`src/rtl/usbh_chan_pkg.sv`:
```
`timescale 1ns/1ps
package usbh_chan_pkg;

  // Endpoint kind carried with each request (2-bit code).
  typedef enum logic [1:0] {
    EP_CTRL = 2'd0,
    EP_ISO  = 2'd1,
    EP_BULK = 2'd2,
    EP_INTR = 2'd3
  } ep_kind_e;

  // Sequencer states.
  typedef enum logic [1:0] {
    ST_IDLE  = 2'd0,
    ST_ISSUE = 2'd1,
    ST_WAIT  = 2'd2
  } chan_state_e;

endpackage

```
`src/rtl/usbh_chan_cfg.sv`:
```
`timescale 1ns/1ps
module usbh_chan_cfg
  import usbh_chan_pkg::*;
#(
  parameter int MPS_W  = 11,
  parameter int PCNT_W = 10,
  parameter int LEN_W  = 19
) (
  input  logic              clk,
  input  logic              rst,
  input  logic              busy,
  input  logic              cfg_we,
  input  logic [MPS_W-1:0]  cfg_max_pkt,
  input  logic [PCNT_W-1:0] cfg_pkt_cnt,
  input  logic [LEN_W-1:0]  cfg_xfer_len,
  input  logic              cfg_dir_in,
  input  logic [1:0]        cfg_ep_kind,
  output logic [MPS_W-1:0]  max_pkt_q,
  output logic [PCNT_W-1:0] pkt_cnt_q,
  output logic [LEN_W-1:0]  xfer_len_q,
  output logic              dir_in_q,
  output ep_kind_e          ep_kind_q
);

  // Fields are writable only while enable and disable are both clear.
  logic accept;
  assign accept = cfg_we && !busy;

  always_ff @(posedge clk) begin
    if (rst) begin
      max_pkt_q  <= '0;
      pkt_cnt_q  <= '0;
      xfer_len_q <= '0;
      dir_in_q   <= 1'b0;
      ep_kind_q  <= EP_CTRL;
    end else if (accept) begin
      max_pkt_q  <= cfg_max_pkt;
      pkt_cnt_q  <= cfg_pkt_cnt;
      xfer_len_q <= cfg_xfer_len;
      dir_in_q   <= cfg_dir_in;
      ep_kind_q  <= ep_kind_e'(cfg_ep_kind);
    end
  end

endmodule

```
`src/rtl/usbh_chan_ctr.sv`:
```
`timescale 1ns/1ps
module usbh_chan_ctr #(
  parameter int MPS_W  = 11,
  parameter int PCNT_W = 10,
  parameter int LEN_W  = 19
) (
  input  logic              clk,
  input  logic              rst,
  input  logic              load,
  input  logic              take,
  input  logic [MPS_W-1:0]  max_pkt,
  input  logic [PCNT_W-1:0] pkt_init,
  input  logic [LEN_W-1:0]  len_init,
  input  logic              dir_in,
  input  logic [MPS_W-1:0]  rx_len,
  output logic [PCNT_W-1:0] pkt_left,
  output logic [LEN_W-1:0]  bytes_left,
  output logic [LEN_W-1:0]  pkt_size,
  output logic              final_pkt,
  output logic              short_pkt
);

  localparam logic [PCNT_W-1:0] ONE_PKT = PCNT_W'(1);

  logic [LEN_W-1:0]  max_w;
  logic [LEN_W-1:0]  rx_w;
  logic [LEN_W-1:0]  used;
  logic [LEN_W-1:0]  bytes_nx;
  logic [PCNT_W-1:0] pkt_nx;

  always_comb begin
    max_w = LEN_W'(max_pkt);
    rx_w  = LEN_W'(rx_len);
    // IN asks for a full packet; OUT sends full packets until the last one,
    // which carries whatever bytes are still owed.
    if (dir_in)
      pkt_size = max_w;
    else if (pkt_left == ONE_PKT)
      pkt_size = bytes_left;
    else
      pkt_size = max_w;
    used      = dir_in ? rx_w : pkt_size;
    bytes_nx  = (used >= bytes_left) ? '0 : (bytes_left - used);
    pkt_nx    = (pkt_left == '0) ? '0 : (pkt_left - ONE_PKT);
    final_pkt = (pkt_nx == '0);
    short_pkt = dir_in && (rx_len < max_pkt);
  end

  always_ff @(posedge clk) begin
    if (rst) begin
      pkt_left   <= '0;
      bytes_left <= '0;
    end else if (load) begin
      pkt_left   <= pkt_init;
      bytes_left <= len_init;
    end else if (take) begin
      pkt_left   <= pkt_nx;
      bytes_left <= bytes_nx;
    end
  end

endmodule

```
`src/rtl/usbh_chan_fsm.sv`:
```
`timescale 1ns/1ps
module usbh_chan_fsm
  import usbh_chan_pkg::*;
(
  input  logic clk,
  input  logic rst,
  input  logic start_req,
  input  logic abort_req,
  input  logic empty_xfer,
  input  logic req_ready,
  input  logic done_valid,
  input  logic final_pkt,
  input  logic short_pkt,
  output logic ch_en,
  output logic ch_dis,
  output logic req_valid,
  output logic load,
  output logic take,
  output logic set_cmpl,
  output logic set_halt
);

  chan_state_e st_q, st_d;
  logic        en_q, en_d;
  logic        dis_q, dis_d;
  logic        vld_q, vld_d;

  always_comb begin
    st_d     = st_q;
    en_d     = en_q;
    dis_d    = dis_q;
    vld_d    = vld_q;
    load     = 1'b0;
    take     = 1'b0;
    set_cmpl = 1'b0;
    set_halt = 1'b0;
    unique case (st_q)
      ST_IDLE: begin
        if (start_req) begin
          load = 1'b1;
          if (empty_xfer) begin
            set_cmpl = 1'b1;
          end else begin
            st_d  = ST_ISSUE;
            en_d  = 1'b1;
            vld_d = 1'b1;
          end
        end
      end
      ST_ISSUE: begin
        if (req_ready) begin
          // Accepted packet is in flight even if an abort lands now.
          st_d  = ST_WAIT;
          vld_d = 1'b0;
          if (abort_req) dis_d = 1'b1;
        end else if (abort_req) begin
          st_d     = ST_IDLE;
          en_d     = 1'b0;
          vld_d    = 1'b0;
          set_halt = 1'b1;
        end
      end
      ST_WAIT: begin
        if (abort_req) dis_d = 1'b1;
        if (done_valid) begin
          take = 1'b1;
          if (dis_q || abort_req) begin
            // Abort has priority over completion.
            st_d     = ST_IDLE;
            en_d     = 1'b0;
            dis_d    = 1'b0;
            set_halt = 1'b1;
          end else if (final_pkt || short_pkt) begin
            st_d     = ST_IDLE;
            en_d     = 1'b0;
            set_cmpl = 1'b1;
          end else begin
            st_d  = ST_ISSUE;
            vld_d = 1'b1;
          end
        end
      end
      default: st_d = ST_IDLE;
    endcase
  end

  always_ff @(posedge clk) begin
    if (rst) begin
      st_q  <= ST_IDLE;
      en_q  <= 1'b0;
      dis_q <= 1'b0;
      vld_q <= 1'b0;
    end else begin
      st_q  <= st_d;
      en_q  <= en_d;
      dis_q <= dis_d;
      vld_q <= vld_d;
    end
  end

  assign ch_en     = en_q;
  assign ch_dis    = dis_q;
  assign req_valid = vld_q;

endmodule

```
`src/rtl/usbh_chan_irq.sv`:
```
`timescale 1ns/1ps
module usbh_chan_irq (
  input  logic clk,
  input  logic rst,
  input  logic ie_we,
  input  logic ie_cmpl,
  input  logic ie_halt,
  input  logic clr_we,
  input  logic clr_cmpl,
  input  logic clr_halt,
  input  logic set_cmpl,
  input  logic set_halt,
  output logic flag_cmpl,
  output logic flag_halt,
  output logic irq
);

  logic cmpl_d, halt_d, iec_q, iec_d, ieh_q, ieh_d;

  always_comb begin
    cmpl_d = set_cmpl || (flag_cmpl && !(clr_we && clr_cmpl));
    halt_d = set_halt || (flag_halt && !(clr_we && clr_halt));
    iec_d  = ie_we ? ie_cmpl : iec_q;
    ieh_d  = ie_we ? ie_halt : ieh_q;
  end

  always_ff @(posedge clk) begin
    if (rst) begin
      flag_cmpl <= 1'b0;
      flag_halt <= 1'b0;
      iec_q     <= 1'b0;
      ieh_q     <= 1'b0;
      irq       <= 1'b0;
    end else begin
      flag_cmpl <= cmpl_d;
      flag_halt <= halt_d;
      iec_q     <= iec_d;
      ieh_q     <= ieh_d;
      irq       <= (cmpl_d && iec_d) || (halt_d && ieh_d);
    end
  end

endmodule

```
`src/rtl/usbh_chan_seq.sv`:
```
`timescale 1ns/1ps
module usbh_chan_seq
  import usbh_chan_pkg::*;
#(
  parameter int MPS_W  = 11,
  parameter int PCNT_W = 10,
  parameter int LEN_W  = 19
) (
  input  logic              clk,
  input  logic              rst,
  input  logic              cfg_we,
  input  logic [MPS_W-1:0]  cfg_max_pkt,
  input  logic [PCNT_W-1:0] cfg_pkt_cnt,
  input  logic [LEN_W-1:0]  cfg_xfer_len,
  input  logic              cfg_dir_in,
  input  logic [1:0]        cfg_ep_kind,
  input  logic              ctl_we,
  input  logic              ctl_en,
  input  logic              ctl_dis,
  input  logic              ie_we,
  input  logic              ie_cmpl,
  input  logic              ie_halt,
  input  logic              clr_we,
  input  logic              clr_cmpl,
  input  logic              clr_halt,
  output logic              req_valid,
  input  logic              req_ready,
  output logic [LEN_W-1:0]  req_size,
  output logic              req_dir_in,
  output logic [1:0]        req_ep_kind,
  input  logic              done_valid,
  input  logic [MPS_W-1:0]  done_len,
  output logic              ch_en,
  output logic              ch_dis,
  output logic [PCNT_W-1:0] pkt_left,
  output logic [LEN_W-1:0]  bytes_left,
  output logic              flag_cmpl,
  output logic              flag_halt,
  output logic              irq
);

  logic [MPS_W-1:0]  max_pkt_q;
  logic [PCNT_W-1:0] pkt_cnt_q;
  logic [LEN_W-1:0]  xfer_len_q;
  logic              dir_in_q;
  ep_kind_e          ep_kind_q;

  logic start_req, abort_req, load, take, set_cmpl, set_halt;
  logic final_pkt, short_pkt;

  assign start_req = ctl_we && ctl_en && !ctl_dis;
  assign abort_req = ctl_we && ctl_en && ctl_dis;

  usbh_chan_cfg #(.MPS_W(MPS_W), .PCNT_W(PCNT_W), .LEN_W(LEN_W)) u_cfg (
    .clk          (clk),
    .rst          (rst),
    .busy         (ch_en || ch_dis),
    .cfg_we       (cfg_we),
    .cfg_max_pkt  (cfg_max_pkt),
    .cfg_pkt_cnt  (cfg_pkt_cnt),
    .cfg_xfer_len (cfg_xfer_len),
    .cfg_dir_in   (cfg_dir_in),
    .cfg_ep_kind  (cfg_ep_kind),
    .max_pkt_q    (max_pkt_q),
    .pkt_cnt_q    (pkt_cnt_q),
    .xfer_len_q   (xfer_len_q),
    .dir_in_q     (dir_in_q),
    .ep_kind_q    (ep_kind_q)
  );

  usbh_chan_ctr #(.MPS_W(MPS_W), .PCNT_W(PCNT_W), .LEN_W(LEN_W)) u_ctr (
    .clk        (clk),
    .rst        (rst),
    .load       (load),
    .take       (take),
    .max_pkt    (max_pkt_q),
    .pkt_init   (pkt_cnt_q),
    .len_init   (xfer_len_q),
    .dir_in     (dir_in_q),
    .rx_len     (done_len),
    .pkt_left   (pkt_left),
    .bytes_left (bytes_left),
    .pkt_size   (req_size),
    .final_pkt  (final_pkt),
    .short_pkt  (short_pkt)
  );

  usbh_chan_fsm u_fsm (
    .clk        (clk),
    .rst        (rst),
    .start_req  (start_req),
    .abort_req  (abort_req),
    .empty_xfer (pkt_cnt_q == '0),
    .req_ready  (req_ready),
    .done_valid (done_valid),
    .final_pkt  (final_pkt),
    .short_pkt  (short_pkt),
    .ch_en      (ch_en),
    .ch_dis     (ch_dis),
    .req_valid  (req_valid),
    .load       (load),
    .take       (take),
    .set_cmpl   (set_cmpl),
    .set_halt   (set_halt)
  );

  usbh_chan_irq u_irq (
    .clk       (clk),
    .rst       (rst),
    .ie_we     (ie_we),
    .ie_cmpl   (ie_cmpl),
    .ie_halt   (ie_halt),
    .clr_we    (clr_we),
    .clr_cmpl  (clr_cmpl),
    .clr_halt  (clr_halt),
    .set_cmpl  (set_cmpl),
    .set_halt  (set_halt),
    .flag_cmpl (flag_cmpl),
    .flag_halt (flag_halt),
    .irq       (irq)
  );

  assign req_dir_in  = dir_in_q;
  assign req_ep_kind = ep_kind_q;

endmodule

```
`config.mk`:
```
export PLATFORM = sky130hd
export DESIGN_NAME = usbh_chan_seq
export DESIGN_NICKNAME = d
export VERILOG_FILES = /design/src/rtl/usbh_chan_pkg.sv /design/src/rtl/usbh_chan_cfg.sv /design/src/rtl/usbh_chan_ctr.sv /design/src/rtl/usbh_chan_fsm.sv /design/src/rtl/usbh_chan_irq.sv /design/src/rtl/usbh_chan_seq.sv
export SDC_FILE = /design/constraint.sdc
export NUM_CORES = 1
export LEC_CHECK = 0
export ABC_CLOCK_PERIOD_IN_PS = 3250
export BUFFER_PORTS_ARGS = -buffer_cell sky130_fd_sc_hd__buf_2
export CORE_ASPECT_RATIO = 0.75
export CORE_UTILIZATION = 49
export CTS_BUF_LIST = sky130_fd_sc_hd__clkbuf_16
export CTS_CLUSTER_SIZE = 16
export DETAILED_ROUTE_END_ITERATION = 8
export MAX_ROUTING_LAYER = met4
export PLACE_DENSITY = 0.87
export SLEW_MARGIN = 20
export SYNTH_ARGS = -nofsm -noshare
export SYNTH_HDL_FRONTEND = slang
export SYNTH_SLANG_ARGS = --single-unit
export TNS_END_PERCENT = 20
```
`constraint.sdc`:
```
create_clock -name clk -period 3.25 [get_ports clk]
set_input_delay 0.8125 -clock clk [delete_from_list [all_inputs] [get_ports clk]]
set_output_delay 0.8125 -clock clk [all_outputs]
set_load 0.02 [all_outputs]
```
==> flow_metrics.env <==
export IMPL_status="complete, but fails checks"
export IMPL_violations="setup timing"
export IMPL_ios=125
export IMPL_dp_final_hpwl_mm=12.9
export IMPL_coreArea_sq_um=10500
export IMPL_worst_ep_arrival_time_ps=3640
export IMPL_crit_end="u_ctr.bytes_left[3]"
export IMPL_reg2reg_setup_slack_ps=-170
export IMPL_skew_ps=9.62
export IMPL_drc_errors=0
export IMPL_grt_pass1_wl_mm=28.1
export IMPL_cp_end_kind="flip-flop"
export IMPL_die_y_um=92.4
export IMPL_postRouteAntennaNets=0
export IMPL_die_area_sq_um=11300
export IMPL_p_leak_nw=3.45
export IMPL_slew_viol_final=0
export IMPL_fmax_mhz=292
export IMPL_critPathMaxStageDelay_ps=570
export IMPL_crit_family="simple AND/OR/NAND/NOR gates"
export IMPL_ir_drop_mv=0.509
export IMPL_fin_crit_sh=1.05
export IMPL_nets=1018
export IMPL_die_x_um=122
export IMPL_gr_total_overflow=0
export IMPL_htree_levels=3
export IMPL_setup_violations=19
export IMPL_cts_root_buffer="clkbuf_16"
export IMPL_ys_ff_latch=82
export IMPL_yosys_top_cells_area="dfxtp_1 31%, nand2_1 12%, a21oi_1 8.6%"
export IMPL_cp_max_fo=8
export IMPL_drt_pre_antenna_iters=5
export IMPL_n_antenna_cell=0
export IMPL_cts_sink_count=82
export IMPL_whs_path_depth=2
export IMPL_syn_num_nets=844
export IMPL_crit_top_cell="nand4_1"
export IMPL_finalPower_mw=4.46
export IMPL_ys_seq_area_frac=0.308
export IMPL_syn_inst=739
export IMPL_syn_to_final_growth_pct=36.6
export IMPL_wl_mm=18.9
export IMPL_relSlewSlack=0.570
export IMPL_cts_buffers=9
export IMPL_ys_warnings_count=0
export IMPL_utilization=0.697
export IMPL_path_class="reg2reg"
export IMPL_vias=6302
export IMPL_ff2ff_path_depth=15
export IMPL_post_route_worst_setup_slack_ps=-170
export IMPL_async_reset_ff_frac=0
export IMPL_first_global_vias=5687
export IMPL_viasPerCell=5.98
export IMPL_tns_ps=-1810
export IMPL_initial_utilization=0.510
export IMPL_clockBufferDepth=2
export IMPL_cts_tree="yes"
export IMPL_fin_crit_ps=3420
export IMPL_crit_chain="or4_4 > nor3_4 > nand4_1 > nor2_4 > buf_6 > nand2_4 > ha_4 > nand4_1 > nor3_2 > a211oi_2 > buf_4 > a31o_4 > buf_12 > nand2_1 > a31oi_1"
export IMPL_tightest_slew_ps=645
export IMPL_reg2reg_to="u_ctr.bytes_left[3]"
export IMPL_cp_required_ps=3470
export IMPL_slowest_stage="or4_4"
export IMPL_hold_class="reg2reg"
export IMPL_grt_start_max_net_pins=44
export IMPL_path_buf_inv=3
export IMPL_layout_drive_gt1_share=0.315
export IMPL_startpoint="u_ctr.pkt_left[2]"
export IMPL_syn_avg_cell_area_sq_um=7.22
export IMPL_synth_ff_type="dfxtp_1"
export IMPL_maxCapViolCount=0
export IMPL_timing_rr_start="u_ctr.pkt_left[2]"
export IMPL_hold_ws_ps=461
export IMPL_synth_edf_count=0
export IMPL_timing_final_hold_violations=0
export IMPL_min_from="u_cfg.ep_kind_q[1]"
export IMPL_wire_per_inst_um=17.9
export IMPL_cp_num_cells=15
export IMPL_drt_iter0_drc=707
export IMPL_synthDistinctLibCells=70
export IMPL_row_count=32
export IMPL_cts_clk_slew_worst_paths_ps=60
export IMPL_synth_cell_area_sq_um=5330
export IMPL_clkLatencyLatePin_ps=350
export IMPL_antenna_found_initial=0
export IMPL_synth_top_cell_area_share=0.308
export IMPL_yosys_area_top_type="dfxtp_1"
export IMPL_gr_usage_all_layers=0.327
export IMPL_gp_congestion=0.948
export IMPL_cp_start_kind="flip-flop"
export IMPL_port_buffers=124
export IMPL_p_per_area_nw_per_um2=612
export IMPL_rsz0062_at_grt="yes"
-- metal layers --
metal	routed length [um]	share of wire	track usage	vias to the layer above
met2	8100	0.43	0.478	407
li1	-	-	-	2930
met1	8250	0.44	0.457	2918
met3	2150	0.11	0.0690	47
met5	0	0	-	-
met4	354	0.019	0.0813	0
-- state kept, by name (all words and copies together), names as in the netlist, 2 cells and up --
register	cells
u_ctr.pkt_left	10
u_cfg.xfer_len_q	19
u_cfg.max_pkt_q	11
u_cfg.pkt_cnt_q	10
u_fsm.st_q	2
u_ctr.bytes_left	19
u_cfg.ep_kind_q	2
-- worst min-delay path: stages, from the launching register on --
cell	delay, ps
dfxtp_1	300
nand2_1	50
a21oi_1	60
-- timing repair --
action / CTS / global route
gates resized for setup: 41 / 22
endpoints found under the hold margin: 0 / 0
endpoints found under the setup margin: 19 / 20
gates cloned: 1 / 0
setup buffers: 11 / 3
pin swaps: 34 / 14
hold buffers: 0 / 0
-- cell usage in the layout (no fill, tap or decap), types with 5 or more instances in the layout --
cell	synthesis	routed
nand2b_1	7	6
a21o_1	11	11
a211oi_1	11	9
nor2_1	57	55
a21oi_1	92	85
buf_4	0	74
clkbuf_16	0	9
nand2_2	0	5
mux2i_1	12	12
ha_4	0	9
a31oi_1	21	20
o21ai_0	27	23
inv_1	33	33
nor3_1	17	14
xnor2_1	11	10
nand2_1	167	159
nand4_1	7	7
buf_2	0	124
nand3_1	27	26
dfxtp_1	82	78
ha_1	36	26
a21oi_2	0	6
-- power by group --
group          switching (mW)  total (mW)  internal (mW)
combinational            1.26        2.22          0.961
sequential              0.123        1.26           1.14
clock                   0.450       0.975          0.525
-- layout make-up --
type                       count  area [sq um]
clock inverter                 7          50.0
fill                         815          3160
clock buffer                   9           225
timing repair buffer         207          1330
multi-input combinational    580          3740
tap                          136           170
inverter                      33           124
sequential                    82          1650
-- worst min path at each step --
stage / to / slack (ps)
finish: u_cfg.ep_kind_q[1] / 460
global route: u_cfg.xfer_len_q[13] / 490
CTS: u_cfg.xfer_len_q[4] / 460
detailed placement: u_cfg.xfer_len_q[4] / 450
global placement: u_cfg.ep_kind_q[1] / 440
floorplan: u_cfg.xfer_len_q[0] / 440
-- Yosys cell counts, types with 2 or more instances --
master / number
nand2_1: 167
a21oi_1: 92
dfxtp_1: 82
nor2_1: 57
clkbuf_1: 37
ha_1: 36
inv_1: 33
nand3_1: 27
o21ai_0: 27
a31oi_1: 21
nor3_1: 17
mux2i_1: 12
a211oi_1: 11
a21o_1: 11
xnor2_1: 11
nand2b_1: 7
nand4_1: 7
and2_1: 4
xor2_1: 4
and3_1: 3
buf_1: 3
nand3b_1: 3
nor4_1: 3
o21a_1: 3
o32ai_1: 3
or3_1: 3
a211o_1: 2
a21boi_0: 2
a221oi_1: 2
a41o_1: 2
a41oi_1: 2
buf_6: 2
nor2b_1: 2
o21ai_1: 2
o21bai_1: 2
o311ai_0: 2
or4_4: 2
-- kinds of logic after synthesis --
family | after synthesis | share of synthesized area
adders and majority gates | 37 | 0.0882
AOI/OAI and AO/OA | 201 | 0.233
DFF | 82 | 0.308
xor gates and xnor gates | 15 | 0.0246
muxes | 13 | 0.0246
buffers and inverters | 77 | 0.0586
and+or+nand+nor | 314 | 0.263
-- per-stage QoR --
| stage | setup slack (ps) | cells | cell area [sq um] |
|---|---|---|---|
| after floorplan | 10.3 | 739 | 5400 |
| after global placement | -49.6 | 1023 | 6540 |
| after detailed placement | -174 | 1023 | 6540 |
| after CTS | -12.2 | 1051 | 7130 |
| after global routing | -248 | 1054 | 7290 |
| final | -170 | 1054 | 7290 |
Note: power is estimated with default switching activity, not from simulation.
